### config.mk
export PLATFORM = sky130hd
export DESIGN_NAME = crc8_serial_check
export DESIGN_NICKNAME = d
export VERILOG_FILES = /design/src/rtl/crc8_pkg.sv /design/src/rtl/crc8_step_chain.sv /design/src/rtl/crc8_update_sel.sv /design/src/rtl/crc8_state_reg.sv /design/src/rtl/crc8_serial_check.sv
export SDC_FILE = /design/constraint.sdc
export NUM_CORES = 1
export LEC_CHECK = 0
export BUFFER_PORTS_ARGS = -buffer_cell sky130_fd_sc_hd__buf_2
export CORE_UTILIZATION = 46
export CTS_CLUSTER_DIAMETER = 30
export CTS_CLUSTER_SIZE = 30
export DETAILED_ROUTE_END_ITERATION = 8
export GPL_ROUTABILITY_DRIVEN = 0
export GPL_TIMING_DRIVEN = 0
export MAX_ROUTING_LAYER = met4
export PLACE_DENSITY = 0.75
export SLEW_MARGIN = 20
export SYNTH_ARGS = -nofsm -noshare
export SYNTH_HDL_FRONTEND = slang
export SYNTH_SLANG_ARGS = --single-unit
### constraint.sdc
create_clock -name clk -period 2.1 [get_ports clk]
set_input_delay 0.42 -clock clk [delete_from_list [all_inputs] [get_ports clk]]
set_output_delay 0.42 -clock clk [all_outputs]
set_load 0.1 [all_outputs]
### src/rtl/crc8_pkg.sv
package crc8_pkg;

    localparam int CRC_W = 8;
    // x^8 + x^5 + x^4 + 1, bit-reversed for a right-shifting register
    localparam logic [CRC_W-1:0] POLY_REFL = 8'h8C;

    typedef logic [CRC_W-1:0] crc_t;

    typedef enum logic [1:0] {
        UPD_HOLD  = 2'd0,
        UPD_CLEAR = 2'd1,
        UPD_BIT   = 2'd2,
        UPD_BYTE  = 2'd3
    } upd_e;

    function automatic crc_t crc_bit_step(input crc_t cur, input logic din);
        logic fb;
        crc_t sh;
        fb = cur[0] ^ din;
        sh = cur >> 1;
        return fb ? (sh ^ POLY_REFL) : sh;
    endfunction

endpackage

### src/rtl/crc8_step_chain.sv
module crc8_step_chain
    import crc8_pkg::*;
#(
    parameter int N = 8
) (
    input  crc_t           crc_in,
    input  logic [N-1:0]   data,
    output crc_t           crc_o
);

    logic [N:0][CRC_W-1:0] stage;

    assign stage[0] = crc_in;

    generate
        for (genvar i = 0; i < N; i++) begin : g_step
            assign stage[i+1] = crc_bit_step(stage[i], data[i]);
        end
    endgenerate

    assign crc_o = stage[N];

endmodule

### src/rtl/crc8_update_sel.sv
module crc8_update_sel
    import crc8_pkg::*;
(
    input  logic clr,
    input  logic bit_vld,
    input  logic byte_vld,
    output upd_e sel
);

    always_comb begin
        if (clr)
            sel = UPD_CLEAR;
        else if (byte_vld)
            sel = UPD_BYTE;
        else if (bit_vld)
            sel = UPD_BIT;
        else
            sel = UPD_HOLD;
    end

endmodule

### src/rtl/crc8_state_reg.sv
module crc8_state_reg
    import crc8_pkg::*;
(
    input  logic clk,
    input  logic rst,
    input  upd_e sel,
    input  crc_t bit_nxt,
    input  crc_t byte_nxt,
    output crc_t q
);

    always_ff @(posedge clk) begin
        if (rst) begin
            q <= '0;
        end else begin
            case (sel)
                UPD_CLEAR: q <= '0;
                UPD_BIT:   q <= bit_nxt;
                UPD_BYTE:  q <= byte_nxt;
                default:   q <= q;
            endcase
        end
    end

endmodule

### src/rtl/crc8_serial_check.sv
module crc8_serial_check
    import crc8_pkg::*;
#(
    parameter int BYTE_W = 8
) (
    input  logic              clk,
    input  logic              rst,
    input  logic              clr,
    input  logic              bit_vld,
    input  logic              bit_in,
    input  logic              byte_vld,
    input  logic [BYTE_W-1:0] byte_in,
    output logic [CRC_W-1:0]  crc_out,
    output logic              crc_zero
);

    upd_e sel;
    crc_t crc_q;
    crc_t bit_nxt;
    crc_t byte_nxt;

    crc8_update_sel u_sel (
        .clr      (clr),
        .bit_vld  (bit_vld),
        .byte_vld (byte_vld),
        .sel      (sel)
    );

    crc8_step_chain #(.N(1)) u_bit_chain (
        .crc_in (crc_q),
        .data   (bit_in),
        .crc_o  (bit_nxt)
    );

    crc8_step_chain #(.N(BYTE_W)) u_byte_chain (
        .crc_in (crc_q),
        .data   (byte_in),
        .crc_o  (byte_nxt)
    );

    crc8_state_reg u_reg (
        .clk      (clk),
        .rst      (rst),
        .sel      (sel),
        .bit_nxt  (bit_nxt),
        .byte_nxt (byte_nxt),
        .q        (crc_q)
    );

    assign crc_out  = crc_q;
    assign crc_zero = (crc_q == '0);

endmodule

Word level (Yosys, flattened, before mapping)
Cells that the tools add are included.

operators by class
  reduce and logical (&&, ||, !) cells = 2
  mux-type cells = 13
  bitwise operators = 17
  eq/ne operators = 3

operator list
  operator            number
  $mux 8              9
  $not 2->3           8
  $pmux 8 s3          1
  $xor 1x1->1         9
  $logic_not 8->1     1
  $mux 2              3
  $eq 2x2->1 const B  2
  $reduce_bool 3->1   1
  $eq 2x1->1 const B  1

storage, ports and cells
  input port bits = 14
  bits in registers = 8
  output and inout port bits = 9
  word-level logic and storage cells = 36

Longest topological paths before layout
Gate-level depths: netlist of run 1.

  word-level depth = 17
  gate-level depth with buffers = 5
  gate-level depth less buffers = 4

Hierarchy
From an unflattened synthesis of run 1, not the netlist that was laid out.

second synthesis, totals
  cell total of the unflattened synthesis = 70
  area total of the unflattened synthesis = 763.2 µm²

by module, submodules not included
  module                           cells an instance  area each (µm²)  seq. area each (µm²)  times used
  crc8_state_reg                   36                 399.1            160.2                 1
  crc8_step_chain at u_byte_chain  21                 235.2            0.0                   1
  crc8_step_chain at u_bit_chain   8                  93.8             0.0                   1
  crc8_serial_check                3                  18.8             0.0                   1
  crc8_update_sel                  2                  16.3             0.0                   1

Least setup slack after synthesis of run 1
Ideal clock, no wire load.

  kind = register to output
  start = register u_reg.q[0]
  end = output crc_zero
  path buffers = 0
  data required time = 1680 ps
  data arrival time = 2591 ps
  setup slack = -911 ps
  cell stages (with the launch flop) = 3
  path through = dfxtp_1 > or4_1 > nor2_1

between the ends
  cells in the longest elaborated chain, start to end = 1

ends and longest elaborated chain
  what                      RTL line                 text
  start: declaration        crc8_state_reg.sv:9      output crc_t q
  start signal: assignment  crc8_state_reg.sv:18     UPD_BIT: q <= bit_nxt;
  start signal: assignment  crc8_state_reg.sv:19     UPD_BYTE: q <= byte_nxt;
  start signal: assignment  crc8_state_reg.sv:20     default: q <= q;
  $logic_not 8->1           crc8_serial_check.sv:51  assign crc_zero = (crc_q == '0);
  end: declaration          crc8_serial_check.sv:14  output logic crc_zero

No other way between the ends.

Worst setup path in the final report of run 1
  start = register u_reg.q[3]
  end = output crc_zero

The elaborated chain is that of the path after synthesis.

==> results of run 1 <==
[cells by family (layout without fill, tap and decap cells)]
group	count (synthesis)	count (layout)
buf+inv	5	29
xor+xnor	24	24
simple gates	11	11
flops	8	8
compound gates	17	17
[final timing paths]
path         cells after the start        from          to
max                              3  u_reg.q[3]    crc_zero
min                              4  byte_in[3]  u_reg.q[7]
max reg2reg                      4  u_reg.q[4]  u_reg.q[3]
min reg2reg                      2  u_reg.q[6]  u_reg.q[5]
[cells in the final DEF (no fill, tap or decap), drive strengths merged]
master and instances:
a21oi 2, buf 23, clkbuf 5, a221oi 1, or4 2, dfxtp 8, and2 1, xnor2 21
nand2 1, xor2 1, a211oi 13, nor2 2, or2 1, xnor3 1, a21o 1, inv 1
xor3 1, nor2b 4
[synth_stat cells]
master	n	area [µm²]
xnor2_1	20	175.2
a211oi_1	13	97.59
dfxtp_1	8	160.2
nor2b_1	4	25.02
a21oi_1	2	10.01
buf_1	2	7.510
clkbuf_1	2	7.510
nor2_1	2	7.510
or4_1	2	15.01
a21o_1	1	7.510
a221oi_1	1	8.760
and2_1	1	6.260
inv_1	1	3.750
nand2_1	1	3.750
or2_2	1	6.260
xnor2_2	1	16.27
xnor3_1	1	22.52
xor2_1	1	8.760
xor3_2	1	25.02
[power groups by stage]
stage | clock (W) | sequential, W | combinational (W)
2_1_floorplan | 0 | 0.000279 | 0.000240
3_3_place_gp | 0 | 0.000189 | 0.000381
3_5_place_dp | 0 | 0.000190 | 0.000385
4_1_cts | 0.000129 | 0.000186 | 0.000390
5_1_grt | 0.000142 | 0.000188 | 0.000411
6_report | 0.000127 | 0.000186 | 0.000387
[worst max-delay path: stages, from the launching register on]
cell     delay, ns
dfxtp_2       0.35
or4_1         0.58
nor2_4        0.12
buf_4         0.29
[layout make-up]
type	count	area [µm²]
Buffer	4	15.01
Clock buffer	3	22.52
Fill cell	105	391.6
Inverter	1	3.754
Multi-Input combinational cell	52	442.9
Sequential cell	8	170.2
Tap cell	14	17.52
Timing Repair Buffer	21	107.6
[repair_timing]
item                       in CTS  in global routing
resized for setup               1                  0
hold buffers                    0                  0
setup endpoints to repair       1                  0
[through the flow]
stage	power (W)	instance area, µm²	utilization	cells
finish	0.0007001	779.5	0.6656	103
global route	0.0007419	779.5	0.6656	103
detailed placement	0.0005749	754.5	0.6442	100
CTS	0.0007054	779.5	0.6656	103
global placement	0.0005699	754.5	0.6442	100
floorplan	0.0005189	631.9	-	65
[metal layers]
metal  GRT usage  share of wire  wire length (µm)  vias to the layer above
met2      0.3125           0.47               620                       23
met1      0.2211           0.45               590                      244
met5           -              0                 0                        -
met3     0.06977          0.066                87                        2
li1            -              -                 -                      283
met4      0.1293         0.0092                12                        0
==> impl_results.rst, run 1 <==
.. list-table::
   :header-rows: 1

   * - Metric
     - Value
   * - Result of the run
     - finished, final reports clean
   * - Total clock sinks
     - 8
   * - Hold Slack
     - 0.5568 ns
   * - Synthesized net count
     - 79
   * - Synth Area in Compound Gates
     - 0.2016
   * - Total core area
     - 0.001171 mm²
   * - Area share of and/or/nand/nor cells after synthesis
     - 0.1039
   * - Die area
     - 0.001486 mm²
   * - Drt initial violations
     - 17
   * - Proportion of power drawn by flip-flops and latches
     - 0.266
   * - Avg WL per Cell
     - 12.73 µm
   * - Setup repair after global routing missed its margin
     - no
   * - HP Class
     - input port to flop
   * - Required time at the endpoint of the critical path
     - 1.68 ns
   * - Number of distinct library cells after synthesis
     - 19
   * - Via count
     - 552
   * - Most flops, register
     - u_reg.q
   * - Largest registers
     - u_reg.q: 8 flops
   * - Max transition margin
     - 0.6794
   * - Pin count of the biggest net entering global routing
     - 11
   * - Post-CTS Repair Setup Buffers
     - 0
   * - Clock transition time at the flip-flop clock pins of the worst setup and hold paths
     - 0.07 ns
   * - Part of the power in combinational logic
     - 0.552
   * - Clock Tree Root
     - clkbuf_4
   * - Grt ovf
     - 0
   * - IR Drop Worst-Case VDD
     - 0.4241 mV
   * - Maximum fanout encountered on the critical timing path
     - 5
   * - Wire length of the first global-routing pass
     - 1849 µm
   * - Worst slack, placed
     - 0.1732 ns
   * - Final-report max-slew violation count
     - 0
   * - Number of CTS-inserted buffers
     - 3
   * - Mapped Avg Cell Area
     - 9.451 µm²
   * - Chip height
     - 38.55 µm
   * - Die Span X
     - 38.55 µm
   * - Type of element launching the critical path
     - flop
   * - Worst R2R Setup Slack
     - 0.36 ns
   * - Num ports
     - 23
   * - Maximum clock frequency
     - 0.4931 GHz
   * - PD cells
     - 898.1 mW/mm²
   * - Final-report setup violation count
     - 0
   * - Combined global-route utilization of all metal layers
     - 0.2030
   * - I/O Buffers
     - 21
   * - Critical path start-end classification
     - flop to primary output
   * - Final-report hold violation count
     - 0
   * - Total number of placement rows
     - 12
   * - Reported leakage power
     - 0.3284 nW
   * - Worst skew pair latency
     - 0.27 ns
   * - Layout-stage area growth over the synthesis result
     - 26.88%
   * - Vias per cell
     - 5.359
   * - Sum of negative setup slack
     - 0 ns
   * - Switching component of the power
     - 0.0003209 W
   * - Syn Inst Count
     - 65
   * - Crit end category
     - primary output
   * - Post-synthesis share of cell area spent on full adders, half adders and majority gates
     - 0
   * - Portion of netlist area occupied by mux cells
     - 0
   * - Arrival time of the worst setup path
     - 1.61 ns
   * - Number of flip-flops in the largest register
     - 8
   * - Internal portion of total power
     - 0.0003792 W
   * - Vias in the first global route
     - 427
   * - Max Buffers Root-to-Sink
     - 2
   * - Seq/Total Area, Yosys
     - 0.2607
   * - Transition time at the pin with the least slew margin
     - 0.4842 ns
   * - Post-route minimum period
     - 2.028 ns
   * - Number of warnings reported in the yosys synthesis log
     - 0
   * - Combinational family with the most area after synthesis
     - XOR/XNOR gates
   * - Total number of H-tree levels
     - 1
   * - Final WS setup
     - 0.07219 ns
   * - Antenna fix cells
     - 0
   * - Post-route fraction of the period consumed by the critical path
     - 0.9656
   * - Switch share
     - 0.4584
   * - Number of nets in the layout
     - 105
   * - Xor-xnor portion of the synthesized cell area
     - 0.4033
   * - Max Clock Skew
     - 0.01252 ns
   * - Starting Density
     - 0.5246
   * - Detailed Route WL
     - 1311 µm
   * - Antenna viol nets, final
     - 0
   * - Synth Register Bits
     - 8
   * - Fraction of final layout cells with drive strength greater than 1
     - 0.4045
   * - Number of max-capacitance violations reported
     - 0
   * - Clock tree from TritonCTS
     - done
   * - Residual DRC count
     - 0
   * - Clock power frac
     - 0.181
   * - Total standard cell area after synthesis
     - 614.3 µm²
   * - Detailed-routing iteration count for the pre-antenna-repair pass
     - 6
   * - Initial antenna violation count
     - 0
Power figures use the tool's default switching activity.
==> run 2, diff against run 1 <==
--- a/config.mk
+++ b/config.mk
@@ -5,15 +5,15 @@
 export SDC_FILE = /design/constraint.sdc
 export NUM_CORES = 1
 export LEC_CHECK = 0
-export BUFFER_PORTS_ARGS = -buffer_cell sky130_fd_sc_hd__buf_2
+export BUFFER_PORTS_ARGS = -buffer_cell sky130_fd_sc_hd__clkbuf_2
 export CORE_UTILIZATION = 46
 export CTS_CLUSTER_DIAMETER = 30
-export CTS_CLUSTER_SIZE = 30
 export DETAILED_ROUTE_END_ITERATION = 8
 export GPL_ROUTABILITY_DRIVEN = 0
 export GPL_TIMING_DRIVEN = 0
 export MAX_ROUTING_LAYER = met4
 export PLACE_DENSITY = 0.75
+export RECOVER_POWER = 100
 export SLEW_MARGIN = 20
 export SYNTH_ARGS = -nofsm -noshare
 export SYNTH_HDL_FRONTEND = slang
==> impl_results.rst, run 2 (synthesized netlist as in run 1, its figures left out) <==
.. list-table::
   :header-rows: 1

   * - Metric
     - Value
   * - Result of the run
     - finished, final reports clean
   * - Chip height
     - 38.55 µm
   * - Wire length of the first global-routing pass
     - 2104 µm
   * - Max transition margin
     - 0.6404
   * - Transition time at the pin with the least slew margin
     - 0.5417 ns
   * - Worst skew pair latency
     - 0.26 ns
   * - Arrival time of the worst setup path
     - 1.64 ns
   * - Num ports
     - 23
   * - Total clock sinks
     - 8
   * - Total number of H-tree levels
     - 1
   * - Met2 demand-to-capacity share in global routing
     - 0.3458
   * - Clock tree from TritonCTS
     - done
   * - Most frequent standard cell in the layout excluding fill and tap cells
     - xnor2_1
   * - I/O Buffers
     - 21
   * - Layout-stage area growth over the synthesis result
     - 24.64%
   * - Final-report setup violation count
     - 0
   * - Non-filler cells in the finished layout
     - 103
   * - HP Class
     - input port to flop
   * - Number of nets in the layout
     - 105
   * - Setup repair after global routing missed its margin
     - no
   * - Largest registers
     - u_reg.q: 8 flops
   * - PD cells
     - 907.9 mW/mm²
   * - Maximum fanout encountered on the critical timing path
     - 5
   * - Grt ovf
     - 0
   * - Most frequent cells in the layout
     - xnor2_1, clkbuf_2, a211oi_1
   * - Type of element launching the critical path
     - flop
   * - Die Span X
     - 38.55 µm
   * - Combined global-route utilization of all metal layers
     - 0.2188
   * - Antenna fix cells
     - 0
   * - Avg WL per Cell
     - 12.91 µm
   * - Max Buffers Root-to-Sink
     - 2
   * - Clock transition time at the flip-flop clock pins of the worst setup and hold paths
     - 0.06 ns
   * - Detailed-routing iteration count for the pre-antenna-repair pass
     - 4
   * - Required time at the endpoint of the critical path
     - 1.68 ns
   * - Vias in the first global route
     - 480
   * - Fraction of final layout cells with drive strength greater than 1
     - 0.3371
   * - Cell total after placement
     - 100
   * - Critical path start-end classification
     - flop to primary output
   * - Met3 GRT Util
     - 0.05233
   * - Vias per cell
     - 5.417
   * - Post-DP HPWL
     - 1018 µm
   * - Post-route minimum period
     - 2.056 ns
   * - Clock Tree Root
     - clkbuf_4
   * - Number of flip-flops in the largest register
     - 8
   * - Pin count of the biggest net entering global routing
     - 11
   * - Final-report max-slew violation count
     - 0
   * - Post-CTS Repair Setup Buffers
     - 0
   * - Post-route fraction of the period consumed by the critical path
     - 0.9792
   * - Reported leakage power
     - 0.3179 nW
   * - Met1 GRT Util
     - 0.2705
   * - Number of CTS-inserted buffers
     - 3
   * - Total core area
     - 0.001171 mm²
   * - Starting Density
     - 0.5246
   * - Detailed Route WL
     - 1330 µm
   * - Initial antenna violation count
     - 0
   * - Residual DRC count
     - 0
   * - Final WS setup
     - 0.04364 ns
   * - Most Crowded Layer GR
     - met2
   * - Final core utilization
     - 0.6538
   * - Number of max-capacitance violations reported
     - 0
   * - Max Clock Skew
     - 0.009956 ns
   * - Crit end category
     - primary output
   * - Total number of placement rows
     - 12
   * - Number of stages on the worst hold path
     - 4
   * - Antenna viol nets, final
     - 0
   * - Worst reg2reg path depth
     - 4
   * - Sum of negative setup slack
     - 0 ns
   * - Most flops, register
     - u_reg.q
   * - Drt initial violations
     - 13
   * - Die area
     - 0.001486 mm²
   * - Worst slack, placed
     - 0.1889 ns
   * - Via count
     - 558
   * - Maximum clock frequency
     - 0.4863 GHz
   * - Final-report hold violation count
     - 0
   * - IR Drop Worst-Case VDD
     - 0.4053 mV
## run 2: layer usage
| metal | wire (µm) | part of all wire |
|---|---|---|
| met4 | 21 | 0.016 |
| met5 | 0 | 0 |
| met3 | 65 | 0.049 |
| met2 | 629 | 0.47 |
| met1 | 614 | 0.46 |
## run 2: power by group
group	leakage, nW	internal [W]	total (W)	switching, W
combinational	0.237	0.000142	0.000383	0.000242
clock	0.0138	0.0000659	0.000127	0.0000611
sequential	0.0672	0.000166	0.000185	0.0000184
total	0.318	0.000374	0.000695	0.000321
## run 2: path summary, 6_finish.rpt
check / endpoint / slack (ns) / from
max: crc_zero / 0.04 / u_reg.q[3]
min: u_reg.q[7] / 0.57 / byte_in[3]
max reg2reg: u_reg.q[1] / 0.23 / u_reg.q[0]
min reg2reg: u_reg.q[3] / 0.61 / u_reg.q[3]
## run 2: area by class of cell
cell class                      count  area (µm²)
Multi-Input combinational cell     52       434.2
Clock buffer                        3       22.52
Buffer                              4       15.01
Timing Repair Buffer               21       107.6
Tap cell                           14       17.52
Fill cell                          99       405.4
Inverter                            1       3.754
Sequential cell                     8       165.2
## run 2: timing repair
item | CTS | global route
setup endpoints to repair | 1 | 0
resized for setup | 1 | 0
hold buffers | 0 | 0
## run 2: worst max-delay path: stages, from the launching register on
cell,delay (ns)
dfxtp_2,0.35
or4_1,0.57
nor2_4,0.12
clkbuf_4,0.33
## run 2: through the flow
| stage | area [µm²] | power (W) | hold slack [ns] |
|---|---|---|---|
| CTS | 779.5 | 0.0007021 | 0.5716 |
| global placement | 754.5 | 0.0005710 | 0.6076 |
| floorplan | 631.9 | 0.0005189 | 0.7267 |
| detailed placement | 754.5 | 0.0005743 | 0.5910 |
| finish | 765.7 | 0.0006952 | 0.5703 |
| global route | 765.7 | 0.0007318 | 0.6234 |
==> run 3, diff against run 2 <==
--- a/config.mk
+++ b/config.mk
@@ -5,14 +5,15 @@
 export SDC_FILE = /design/constraint.sdc
 export NUM_CORES = 1
 export LEC_CHECK = 0
+export ABC_AREA = 1
 export BUFFER_PORTS_ARGS = -buffer_cell sky130_fd_sc_hd__clkbuf_2
-export CORE_UTILIZATION = 46
-export CTS_CLUSTER_DIAMETER = 30
+export CORE_UTILIZATION = 51
+export CTS_CLUSTER_DIAMETER = 150
 export DETAILED_ROUTE_END_ITERATION = 8
 export GPL_ROUTABILITY_DRIVEN = 0
 export GPL_TIMING_DRIVEN = 0
 export MAX_ROUTING_LAYER = met4
-export PLACE_DENSITY = 0.75
+export PLACE_DENSITY = 0.78
 export RECOVER_POWER = 100
 export SLEW_MARGIN = 20
 export SYNTH_ARGS = -nofsm -noshare
==> impl_results.rst, run 3 <==
.. list-table::
   :header-rows: 1

   * - Metric
     - Value
   * - Pin count of the biggest net entering global routing
     - 9
   * - Reported leakage power
     - 0.5368 nW
   * - Max Clock Skew
     - 0.007131 ns
   * - Required time at the endpoint of the critical path
     - 1.68 ns
   * - Number of max-capacitance violations reported
     - 0
   * - Seq/Total Area, Yosys
     - 0.1925
   * - Maximum clock frequency
     - 0.5031 GHz
   * - Synthesized net count
     - 158
   * - Final std cell area, no fill
     - 996.0 µm²
   * - Chip height
     - 42.39 µm
   * - Residual DRC count
     - 0
   * - Number of warnings reported in the yosys synthesis log
     - 0
   * - PD cells
     - 702.9 mW/mm²
   * - Total standard cell area after synthesis
     - 832.0 µm²
   * - Async SR Flop Fraction
     - 0
   * - Worst R2R Setup Slack
     - 0.62 ns
   * - Max Buffers Root-to-Sink
     - 2
   * - Mapped Avg Cell Area
     - 5.778 µm²
   * - Clock transition time at the flip-flop clock pins of the worst setup and hold paths
     - 0.06 ns
   * - Die area
     - 0.001797 mm²
   * - Sum of negative setup slack
     - 0 ns
   * - Via count
     - 954
   * - Syn Inst Count
     - 144
   * - Most frequent standard cell in the layout excluding fill and tap cells
     - nand2_1
   * - Combinational family with the most area after synthesis
     - simple AND/OR/NAND/NOR gates
   * - Total power after layout
     - 0.0007000 W
   * - Total number of H-tree levels
     - 1
   * - Maximum fanout encountered on the critical timing path
     - 6
   * - Hold Slack
     - 0.5298 ns
   * - Final WS setup
     - 0.1123 ns
   * - Antenna fix cells
     - 0
   * - Grt ovf
     - 0
   * - Post-cts sizing count
     - 0
   * - Post-DP HPWL
     - 1623 µm
   * - Endpoint of the lowest-slack register-to-register path
     - u_reg.q[0]
   * - IR Drop Worst-Case VDD
     - 0.4369 mV
   * - Vias in the first global route
     - 851
   * - Worst skew pair latency
     - 0.27 ns
   * - Final-report hold violation count
     - 0
   * - Number of distinct library cells after synthesis
     - 21
   * - Share of the synthesized area in the top cell type
     - 0.2436
   * - Detailed Route WL
     - 1946 µm
   * - Worst min-delay path endpoint
     - u_reg.q[4]
   * - Number of buffers added to fix hold violations after cts
     - 0
   * - Fraction of final layout cells with drive strength greater than 1
     - 0.2544
   * - Transition time at the pin with the least slew margin
     - 0.5496 ns
   * - Setup repair after global routing missed its margin
     - no
   * - Number of flops mapped to enable cells by yosys
     - 0
   * - Dominant cell by count in the synthesized netlist
     - nand2_1
   * - Crit end category
     - primary output
   * - Startpoint of the lowest-slack register-to-register path
     - u_reg.q[2]
   * - Number of stages on the worst hold path
     - 4
   * - Post-route fraction of the period consumed by the critical path
     - 0.9465
   * - Synth Area in Compound Gates
     - 0.1038
   * - Max transition margin
     - 0.6323
   * - Arrival time of the worst setup path
     - 1.57 ns
   * - Post-synthesis share of cell area spent on full adders, half adders and majority gates
     - 0
   * - I/O Buffers
     - 21
   * - Clock Tree Root
     - clkbuf_4
   * - Antenna viol nets, final
     - 0
   * - Number of flip-flops in the largest register
     - 8
   * - Worst slack, placed
     - 0.4076 ns
   * - Synth Register Bits
     - 8
   * - Layout-stage area growth over the synthesis result
     - 19.70%
   * - Vias per cell
     - 5.157
   * - Most common library cells after synthesis
     - nand2_1, inv_1, nand2_2, nand3_1, dfxtp_1
   * - Die Span X
     - 42.39 µm
   * - Area share of and/or/nand/nor cells after synthesis
     - 0.4677
   * - Result of the run
     - finished, final reports clean
   * - Number of CTS-inserted buffers
     - 3
   * - Total clock sinks
     - 8
   * - Most frequent cells in the layout
     - nand2_1, clkbuf_2, inv_1
   * - Portion of netlist area occupied by mux cells
     - 0
   * - Most flops, register
     - u_reg.q
   * - HP Class
     - input port to flop
   * - Dominant synthesized flop cell
     - dfxtp_1
   * - Number of nets in the layout
     - 184
   * - Starting Density
     - 0.5523
   * - Worst reg2reg path depth
     - 8
   * - Post-CTS Repair Setup Buffers
     - 0
   * - Drt initial violations
     - 17
   * - Placement Cell Area
     - 999.7 µm²
   * - Xor-xnor portion of the synthesized cell area
     - 0.1158
   * - Area leader, netlist
     - nand2_1
   * - Final-report setup violation count
     - 0
   * - Total core area
     - 0.001506 mm²
   * - Avg WL per Cell
     - 10.52 µm
   * - Initial antenna violation count
     - 0
   * - Critical path start-end classification
     - flop to primary output
   * - Combined global-route utilization of all metal layers
     - 0.2566
   * - Wire length of the first global-routing pass
     - 3491 µm
   * - Largest registers
     - u_reg.q: 8 flops
   * - Num ports
     - 23
   * - Detailed-routing iteration count for the pre-antenna-repair pass
     - 4
   * - Total number of placement rows
     - 14
   * - Type of element launching the critical path
     - flop
   * - Startpoint of the tightest hold check path
     - bit_vld
   * - Post-route minimum period
     - 1.988 ns
   * - Clock tree from TritonCTS
     - done
   * - Ranking of synthesized cells by area
     - nand2_1, dfxtp_1, inv_1, nand2_2, xor2_1
   * - Final-report max-slew violation count
     - 0
## run 3: per-stage QoR
step / util / instances
2_1_floorplan: - / 144
3_3_place_gp: 0.6636 / 181
3_5_place_dp: 0.6636 / 181
4_1_cts: 0.6811 / 185
5_1_grt: 0.6611 / 185
6_report: 0.6611 / 185
## run 3: how the worst max path moves through the flow
| stage | startpoint | endpoint | slack, ns | cells after the start |
|---|---|---|---|---|
| after floorplan | u_reg.q[3] | crc_zero | -0.06 | 3 |
| after global placement | u_reg.q[3] | crc_zero | 0.42 | 4 |
| after detailed placement | u_reg.q[3] | crc_zero | 0.41 | 4 |
| after CTS | u_reg.q[3] | crc_zero | 0.11 | 4 |
| after global routing | u_reg.q[0] | crc_zero | 0.05 | 4 |
| final | u_reg.q[0] | crc_zero | 0.11 | 4 |
## run 3: where the power goes
| group | leakage (nW) | internal (W) | total [W] | switching [W] |
|---|---|---|---|---|
| logic | 0.456 | 0.000105 | 0.000380 | 0.000276 |
| registers | 0.0660 | 0.000163 | 0.000182 | 0.0000193 |
| clock network | 0.0150 | 0.0000734 | 0.000137 | 0.0000639 |
## run 3: kinds of logic (layout without fill, tap and decap cells)
group,count (synthesis),in the layout
AO/OA/AOI/OAI,14,14
XOR/XNOR,11,11
buffers and inverters,25,50
flip-flops,8,8
AND/OR/NAND/NOR,86,86
## run 3: layout make-up
class	count	area, µm²
Buffer	1	10.01
Timing Repair Buffer	21	105.1
Fill cell	147	510.5
Tap cell	16	20.02
Clock buffer	4	26.28
Multi-Input combinational cell	111	575.6
Inverter	24	95.09
Sequential cell	8	163.9
## run 3: critical path, stage by stage (launching register included)
cell and delay, ns:
dfxtp_1 0.37, inv_4 0.10, nand4_1 0.13, nor4_4 0.22, clkbuf_2 0.49
## run 3: routing by layer
layer | part of all wire | global-route usage | vias up | wire length (µm)
met2 | 0.46 | 0.4338 | 32 | 904
met4 | 0.012 | 0.05625 | 0 | 23
li1 | - | - | 496 | -
met1 | 0.48 | 0.3316 | 423 | 930
met3 | 0.045 | 0.02586 | 3 | 87
met5 | 0 | - | - | 0
